### config.mk
export PLATFORM = sky130hd
export DESIGN_NAME = xirq_sense_unit
export DESIGN_NICKNAME = d
export VERILOG_FILES = /design/src/rtl/xis_pkg.sv /design/src/rtl/xis_sync.sv /design/src/rtl/xis_channel.sv /design/src/rtl/xirq_sense_unit.sv
export SDC_FILE = /design/constraint.sdc
export NUM_CORES = 1
export LEC_CHECK = 0
export BUFFER_PORTS_ARGS = -buffer_cell sky130_fd_sc_hd__buf_2
export CORE_MARGIN = 1.5
export CORE_UTILIZATION = 30
export CTS_CLUSTER_DIAMETER = 100
export DETAILED_ROUTE_END_ITERATION = 8
export HOLD_SLACK_MARGIN = 0.08
export PLACE_DENSITY = 0.62
export SYNTH_ARGS = -nofsm -noshare
export SYNTH_HDL_FRONTEND = slang
export SYNTH_HIERARCHICAL = 1
export SYNTH_SLANG_ARGS = --single-unit
### constraint.sdc
create_clock -name clk -period 4.4 [get_ports clk]
set_input_delay 1.1 -clock clk [delete_from_list [all_inputs] [get_ports clk]]
set_output_delay 1.1 -clock clk [all_outputs]
set_load 0.03 [all_outputs]
### src/rtl/xis_pkg.sv
package xis_pkg;
   typedef enum logic [1:0] {
      SENSE_LOW  = 2'd0,
      SENSE_FALL = 2'd1,
      SENSE_RISE = 2'd2,
      SENSE_BOTH = 2'd3
   } sense_e;

   function automatic logic sense_is_edge(sense_e m);
      return m != SENSE_LOW;
   endfunction
endpackage

### src/rtl/xis_sync.sv
module xis_sync #(
   parameter int N_PINS      = 8,
   parameter int STAGES      = 2,
   parameter bit IDLE_LEVEL  = 1'b1
) (
   input  logic              clk,
   input  logic              rst_n,
   input  logic [N_PINS-1:0] pin_i,
   output logic [N_PINS-1:0] pin_now,
   output logic [N_PINS-1:0] pin_prev
);
   if (STAGES < 2) begin : g_bad_stages
      $error("xis_sync: STAGES must be at least 2");
   end

   for (genvar p = 0; p < N_PINS; p++) begin : g_pin
      logic [STAGES-1:0] chain_q;
      logic              prev_q;
      always_ff @(posedge clk or negedge rst_n) begin
         if (!rst_n) begin
            chain_q <= {STAGES{IDLE_LEVEL}};
            prev_q  <= IDLE_LEVEL;
         end else begin
            chain_q <= {chain_q[STAGES-2:0], pin_i[p]};
            prev_q  <= chain_q[STAGES-1];
         end
      end
      assign pin_now[p]  = chain_q[STAGES-1];
      assign pin_prev[p] = prev_q;
   end
endmodule

### src/rtl/xis_channel.sv
module xis_channel
   import xis_pkg::*;
(
   input  logic   clk,
   input  logic   rst_n,
   input  logic   pin_now,
   input  logic   pin_prev,
   input  sense_e mode,
   input  logic   clr_wr,
   input  logic   mask,
   output logic   stat_q,
   output logic   edge_ev,
   output logic   clr_req,
   output logic   irq,
   output logic   rd_bit
);
   always_comb begin
      unique case (mode)
         SENSE_FALL: edge_ev = pin_prev & ~pin_now;
         SENSE_RISE: edge_ev = ~pin_prev & pin_now;
         SENSE_BOTH: edge_ev = pin_prev ^ pin_now;
         default:    edge_ev = 1'b0;
      endcase
   end

   assign clr_req = clr_wr & stat_q & sense_is_edge(mode);

   always_ff @(posedge clk or negedge rst_n) begin
      if (!rst_n)                   stat_q <= 1'b0;
      else if (!sense_is_edge(mode)) stat_q <= 1'b0;
      else                          stat_q <= edge_ev | (stat_q & ~clr_wr);
   end

   assign irq    = sense_is_edge(mode) ? (stat_q & ~mask) : (~pin_now & ~mask);
   assign rd_bit = sense_is_edge(mode) ? stat_q : ~pin_now;
endmodule

### src/rtl/xirq_sense_unit.sv
module xirq_sense_unit
   import xis_pkg::*;
#(
   parameter int                N_PINS      = 8,
   parameter int                ADDR_W      = 20,
   parameter int                DATA_W      = 32,
   parameter int                SYNC_STAGES = 2,
   parameter bit                PIN_IDLE    = 1'b1,
   parameter logic [ADDR_W-1:0] STAT_OFS    = 'h00010,
   parameter logic [ADDR_W-1:0] CFG_OFS     = 'h00014,
   parameter logic [ADDR_W-1:0] MASK_OFS    = 'h10010
) (
   input  logic              clk,
   input  logic              rst_n,
   input  logic [N_PINS-1:0] pin_i,
   input  logic              reg_wr,
   input  logic [ADDR_W-1:0] reg_addr,
   input  logic [DATA_W-1:0] reg_wdata,
   output logic [DATA_W-1:0] reg_rdata,
   output logic [N_PINS-1:0] irq_o
);
   localparam int CFG_W = 2 * N_PINS;

   if (N_PINS < 1 || CFG_W > DATA_W) begin : g_bad_width
      $error("xirq_sense_unit: 2*N_PINS must fit in DATA_W");
   end
   if (STAT_OFS == CFG_OFS || STAT_OFS == MASK_OFS || CFG_OFS == MASK_OFS) begin : g_bad_map
      $error("xirq_sense_unit: register offsets must differ");
   end

   logic [CFG_W-1:0]  cfg_q;
   logic [N_PINS-1:0] mask_q;
   logic [N_PINS-1:0] pin_now, pin_prev;
   logic [N_PINS-1:0] stat_q, edge_ev, clr_req, clr_wr, rd_stat, is_edge;

   logic wr_cfg, wr_mask, wr_stat;
   assign wr_cfg  = reg_wr && (reg_addr == CFG_OFS);
   assign wr_mask = reg_wr && (reg_addr == MASK_OFS);
   assign wr_stat = reg_wr && (reg_addr == STAT_OFS);

   always_ff @(posedge clk or negedge rst_n) begin
      if (!rst_n) begin
         cfg_q  <= '0;
         mask_q <= '0;
      end else begin
         if (wr_cfg)  cfg_q  <= reg_wdata[CFG_W-1:0];
         if (wr_mask) mask_q <= reg_wdata[N_PINS-1:0];
      end
   end

   xis_sync #(
      .N_PINS     (N_PINS),
      .STAGES     (SYNC_STAGES),
      .IDLE_LEVEL (PIN_IDLE)
   ) u_sync (
      .clk      (clk),
      .rst_n    (rst_n),
      .pin_i    (pin_i),
      .pin_now  (pin_now),
      .pin_prev (pin_prev)
   );

   for (genvar i = 0; i < N_PINS; i++) begin : g_chan
      sense_e mode_w;
      assign mode_w     = sense_e'(cfg_q[2*i +: 2]);
      assign clr_wr[i]  = wr_stat & ~reg_wdata[i];
      assign is_edge[i] = sense_is_edge(mode_w);

      xis_channel u_chan (
         .clk      (clk),
         .rst_n    (rst_n),
         .pin_now  (pin_now[i]),
         .pin_prev (pin_prev[i]),
         .mode     (mode_w),
         .clr_wr   (clr_wr[i]),
         .mask     (mask_q[i]),
         .stat_q   (stat_q[i]),
         .edge_ev  (edge_ev[i]),
         .clr_req  (clr_req[i]),
         .irq      (irq_o[i]),
         .rd_bit   (rd_stat[i])
      );
   end

   always_comb begin
      reg_rdata = '0;
      if (reg_addr == STAT_OFS)      reg_rdata[N_PINS-1:0] = rd_stat;
      else if (reg_addr == CFG_OFS)  reg_rdata[CFG_W-1:0]  = cfg_q;
      else if (reg_addr == MASK_OFS) reg_rdata[N_PINS-1:0] = mask_q;
   end
endmodule

==> results of run 1 <==
power by group:
part | switching [W] | leakage [nW] | internal [W] | total, W
registers | 0.00000802 | 0.700 | 0.000535 | 0.000543
clock network | 0.000162 | 0.0422 | 0.000112 | 0.000274
logic | 0.0000627 | 1.04 | 0.0000336 | 0.0000962
per-layer routing:
layer  share of wire [%]  track usage (%)  vias to the layer above
li1                    -                -                     1058
met1                  44             15.9                     1041
met2                  49             21.4                       70
met3                 6.7             3.15                        4
met4                0.71             2.64                        0
met5                   0                0                        -
layout make-up:
class / count / area [um^2] / area share (%)
inverter: 16 / 60.1 / 1.68
multi-input combinational: 196 / 1450 / 40.3
tap: 136 / 170 / 4.75
clock buffer: 7 / 76.3 / 2.13
timing repair buffer: 76 / 395 / 11.0
sequential: 56 / 1430 / 39.9
clock inverter: 1 / 5.00 / 0.140
sequential cells by signal, indices dropped and copies added (netlist names):
name                  count
cfg_q                    16
u_sync/g_pin.chain_q     16
g_chan.u_chan/stat_q      8
mask_q                    8
u_sync/g_pin.prev_q       8
per-stage QoR:
| step | setup WS [ns] | utilization [%] |
|---|---|---|
| after CTS | 0.0776 | 35.0 |
| after floorplan | -0.0628 | - |
| after global placement | 0.0656 | 34.2 |
| final | 0.101 | 35.0 |
| after global routing | 0.0271 | 35.0 |
| after detailed placement | 0.0841 | 34.2 |
critical path, delay by kind of cell:
| kind | cells | cell delay [ns] |
|---|---|---|
| buffers and inverters | 2 | 0.35 |
| AND/OR/NAND/NOR | 4 | 1.76 |
final timing paths:
kind                                                  from                          to  slack (ns)  cells past startpoint
worst max-delay path                          reg_addr[15]                reg_rdata[4]        0.10                      6
worst min-delay path            u_sync/g_pin[1].chain_q[0]  u_sync/g_pin[1].chain_q[1]        0.36                      0
worst max register to register  u_sync/g_pin[3].chain_q[1]     g_chan[3].u_chan/stat_q        3.17                      5
worst min register to register  u_sync/g_pin[1].chain_q[0]  u_sync/g_pin[1].chain_q[1]        0.36                      0
max in group asynchronous                            rst_n      u_sync/g_pin[7].prev_q        2.67                      2
min in group asynchronous                            rst_n                    cfg_q[2]        0.88                      1
layout by cell type, fill, tap and decap left out:
cell	instances
nor4_2	1
nor4_1	2
or3_1	1
or3_2	2
dfstp_2	24
a22oi_1	8
or4b_4	1
clkinv_2	1
nor2_1	18
o22a_1	8
nand2_1	18
mux2_2	24
buf_2	70
clkbuf_8	5
conb_1	16
nor3_4	1
nor3_1	8
and2_1	8
inv_1	16
or4_4	1
nor2b_1	24
nor4_4	1
o31ai_2	8
clkbuf_1	2
o21ai_2	8
or2_2	1
o21ai_1	8
or4_1	2
buf_4	6
ha_1	16
dfrtp_1	32
nand2b_1	11
==> metrics, run 1 <==
status=completed; clock skew=0.00854 ns; critical path's largest stage delay=0.53 ns; Synth Instances=290; Fillers=1,054; number of global-route vias before repair=2,175; die footprint=0.0111 mm^2; average size of a mapped cell=between 10 and 15 um^2; slowest library cell on the worst path=or4_4; synthesized area=0.00315 mm^2; Ant. Diodes=0; final cell count without fillers=between 400 and 500; Port Buf Inserts=70; hold slack=0.359 ns; Setup Crit Path Kind=in -> out; first-pass GRT wire length=10,900 um; postcts setup bufs=0; Critical Path Source Type=input pin; GPL Wtd Cong=about 0.72; root buffer cell=clkbuf_8; setup violators final=0; DP Cell Count=480; CP endpoint kind=primary output; # DRC=0; Starting DRT DRC Count=79; CTS sink cnt=56; placed instance area=0.00350 mm^2; pwr dens=255 mW/mm^2; DR vias=roughly 2,200; WL/cell=13.5 um; post-route minimum period=4.30 ns; # resized after CTS=0; crit path cell chain=buf_2 > or4_4 > or4b_4 > or2_2 > nor3_1 > buf_2; Ys Warns=6; starting density of the core=30.8%; worst path required time=between 3 and 4 ns; Max Root-Sink Buffers=2; CTS Buf Count=5; # H-tree levels=2; IO Pins=between 100 and 150; initial antenna violation count=0; VDD IR max=between 0.0001 and 0.00015 V; Clk Latency, worst-skew pair=0.30 ns; final net count=430; Total Neg Setup Slack=0 ns; Most Frequent Cell on Critical Path=buf_2; Overflow after GRT=0; Worst Hold Class=reg -> reg; unrepaired setup endpoints after global routing=no; Slew headroom=46.5%; final hold violation count=0; remaining antenna violation count=0; Post-CTS Hold Fix Bufs=0; Vias/cell=4.45; die width=105 um; CTS tree=built; Reg clk slew, reported paths=0.09 ns; leak pwr=1.79 nW; worst slew pin tran=roughly 0.8 ns; final instance area=0.00358 mm^2; crit path DAT=roughly 3.2 ns; Chip Height=105 um; Tcrit/Tclk final=between 90 and 100%; GR Util All Layers=12.5%; worst-path fanout max=8; pin count of the biggest net entering global routing=36; Max-Cap Viols=0; Fmax=about 230 MHz; core footprint=0.0102 mm^2; Rows=37; Tot Pwr=0.000914 W; Pre-antenna DRT Iters=4; area delta synth->final=13.8%; DRT Wirelength=6600 um; layout cells sized above 1=between 40% and 50%; Max Slew Vio Count=0; DP HPWL=4810 um
(Power assumes the default switching activity.)
==> run 2: changes to the inputs <==
--- a/config.mk
+++ b/config.mk
@@ -6,12 +6,14 @@
 export NUM_CORES = 1
 export LEC_CHECK = 0
 export BUFFER_PORTS_ARGS = -buffer_cell sky130_fd_sc_hd__buf_2
+export CELL_PAD_IN_SITES_DETAIL_PLACEMENT = 0
+export CELL_PAD_IN_SITES_GLOBAL_PLACEMENT = 1
 export CORE_MARGIN = 1.5
 export CORE_UTILIZATION = 30
-export CTS_CLUSTER_DIAMETER = 100
+export CTS_CLUSTER_DIAMETER = 40
 export DETAILED_ROUTE_END_ITERATION = 8
 export HOLD_SLACK_MARGIN = 0.08
-export PLACE_DENSITY = 0.62
+export PLACE_DENSITY_LB_ADDON = 0.1
 export SYNTH_ARGS = -nofsm -noshare
 export SYNTH_HDL_FRONTEND = slang
 export SYNTH_HIERARCHICAL = 1
==> metrics, run 2 (synthesized netlist as in run 1, its figures left out) <==
status=completed; Critical Path Source Type=input pin; worst-path fanout max=8; GPL Wtd Cong=0.705; pwr dens=259 mW/mm^2; Slew headroom=46.4%; Most Frequent Cell on Critical Path=buf_2; first-pass GRT wire length=10,700 um; IO Pins=between 100 and 150; final hold violation count=0; DP HPWL=4790 um; reg2reg path depth=5; crit path DAT=3.23 ns; critical path's largest stage delay=about 0.53 ns; number of global-route vias before repair=approximately 2,100; Hold Crit Endpoint=u_sync/g_pin[5].chain_q[1]; CP Buf/Inv Count=2; worst slew pin tran=0.803 ns; Starting DRT DRC Count=71; Tcrit/Tclk final=98.5%; CTS sink cnt=56; DR vias=roughly 2,200; Reg clk slew, reported paths=about 0.090 ns; die width=105 um; Hold Path Depth=0; WL/cell=13.6 um; crit path cell chain=buf_2 > or4_4 > or4b_4 > or2_2 > nor3_1 > buf_2; setup violators final=0; GR Util All Layers=12.5%; Largest regs=cfg_q: 16 flops, u_sync/g_pin.chain_q: 16 flops; final cell count without fillers=just under 500; Top Family by Delay on Critical Path=simple AND/OR/NAND/NOR gates; CTS tree=built; Max Slew Vio Count=0; Rows=37; CTS Buf Count=5; DRT Wirelength=6640 um; # DRC=0; core footprint=0.0102 mm^2; leak pwr=1.79 nW; # resized after CTS=0; DP Cell Count=481; Overflow after GRT=0; pin count of the biggest net entering global routing=36; remaining antenna violation count=0; final net count=431; final instance area=0.00360 mm^2; layout cells sized above 1=between 40% and 50%; Pre-antenna DRT Iters=3; # H-tree levels=2; placed instance area=0.00351 mm^2; reg2reg setup slack=3.17 ns; Port Buf Inserts=70; starting density of the core=a little under a third; Chip Height=105 um; slowest library cell on the worst path=or4_4; unrepaired setup endpoints after global routing=no; CP endpoint kind=primary output; reg-to-reg startpoint=u_sync/g_pin[3].chain_q[1]; Max Root-Sink Buffers=2; VDD IR max=~0.00014 V; Hold Crit Start=u_sync/g_pin[5].chain_q[0]; Clk Latency, worst-skew pair=0.31 ns; Max-Cap Viols=0; most frequent cells in the layout=buf_2 (70), dfrtp_1 (32), mux2_2 (24), nor2b_1 (24), dfstp_2 (24); worst path required time=3.30 ns; Vias/cell=4.39; Setup Crit Path Kind=in -> out; Fillers=approximately 1,100; RR Endpoint=g_chan[3].u_chan/stat_q; Worst Hold Class=reg -> reg; Fmax=231 MHz; post-route minimum period=4.33 ns; Post-CTS Hold Fix Bufs=0; die footprint=0.0111 mm^2; postcts setup bufs=0; initial antenna violation count=0; area delta synth->final=14.4%; clock skew=0.00739 ns; root buffer cell=clkbuf_8; commonest non-fill, non-tap cell in the layout=buf_2
run 2: changes by cell type in the layout (fill, tap and decap cells not counted), sizes merged:
cell    delta
clkbuf     +1
buf        +1
clkinv     -1
diode      +1
run 2: cell type report:
class	instances	area, um^2	area share (%)
inverters	16	60.1	1.67
repair buffers	77	403	11.2
multi-input cells	196	1450	40.1
clock buffers	8	90.1	2.50
well taps	136	170	4.72
diodes	1	2.50	0.0695
flip-flops and latches	56	1430	39.7
run 2: where the power goes:
part	total, W	switching [W]	internal (W)
Clock	0.000293	0.000164	0.000129
Combinational	0.0000968	0.0000630	0.0000337
Sequential	0.000543	0.00000788	0.000535
run 2: stage by stage:
step | setup WS, ns | power (W) | util [%] | setup TNS (ns) | hold WS, ns
2_1_floorplan | -0.0628 | 0.000624 | - | -0.493 | 0.345
3_3_place_gp | 0.0706 | 0.000650 | 34.3 | 0 | 0.346
3_5_place_dp | 0.0765 | 0.000651 | 34.3 | 0 | 0.347
4_1_cts | 0.0638 | 0.000949 | 35.2 | 0 | 0.361
5_1_grt | 0.0166 | 0.000985 | 35.2 | 0 | 0.366
6_report | 0.0657 | 0.000932 | 35.2 | 0 | 0.360
run 2: how the worst max path moves through the flow:
stage	startpoint	to	slack, ns	cells after the start
finish	reg_addr[15]	reg_rdata[5]	0.07	6
global route	reg_addr[15]	reg_rdata[5]	0.02	6
CTS	reg_addr[15]	reg_rdata[5]	0.06	6
detailed placement	reg_addr[15]	reg_rdata[5]	0.08	6
global placement	reg_addr[15]	reg_rdata[4]	0.07	6
floorplan	reg_addr[15]	reg_rdata[0]	-0.06	5
run 2: metal layers:
layer | share of wire, % | GRT usage, %
met2 | 43 | 19.6
met3 | 5.0 | 2.97
met1 | 51 | 17.3
met4 | 0.92 | 3.52
met5 | 0 | 0
run 2: worst reg2reg max path: cells and delay by family, from the launching register on:
family | cells | cell delay [ns]
AND/OR/NAND/NOR | 2 | 0.10
AO/OA/AOI/OAI | 1 | 0.12
flip-flops | 1 | 0.59
buffers and inverters | 1 | 0.06
adder cells (fa/ha/maj) | 1 | 0.27
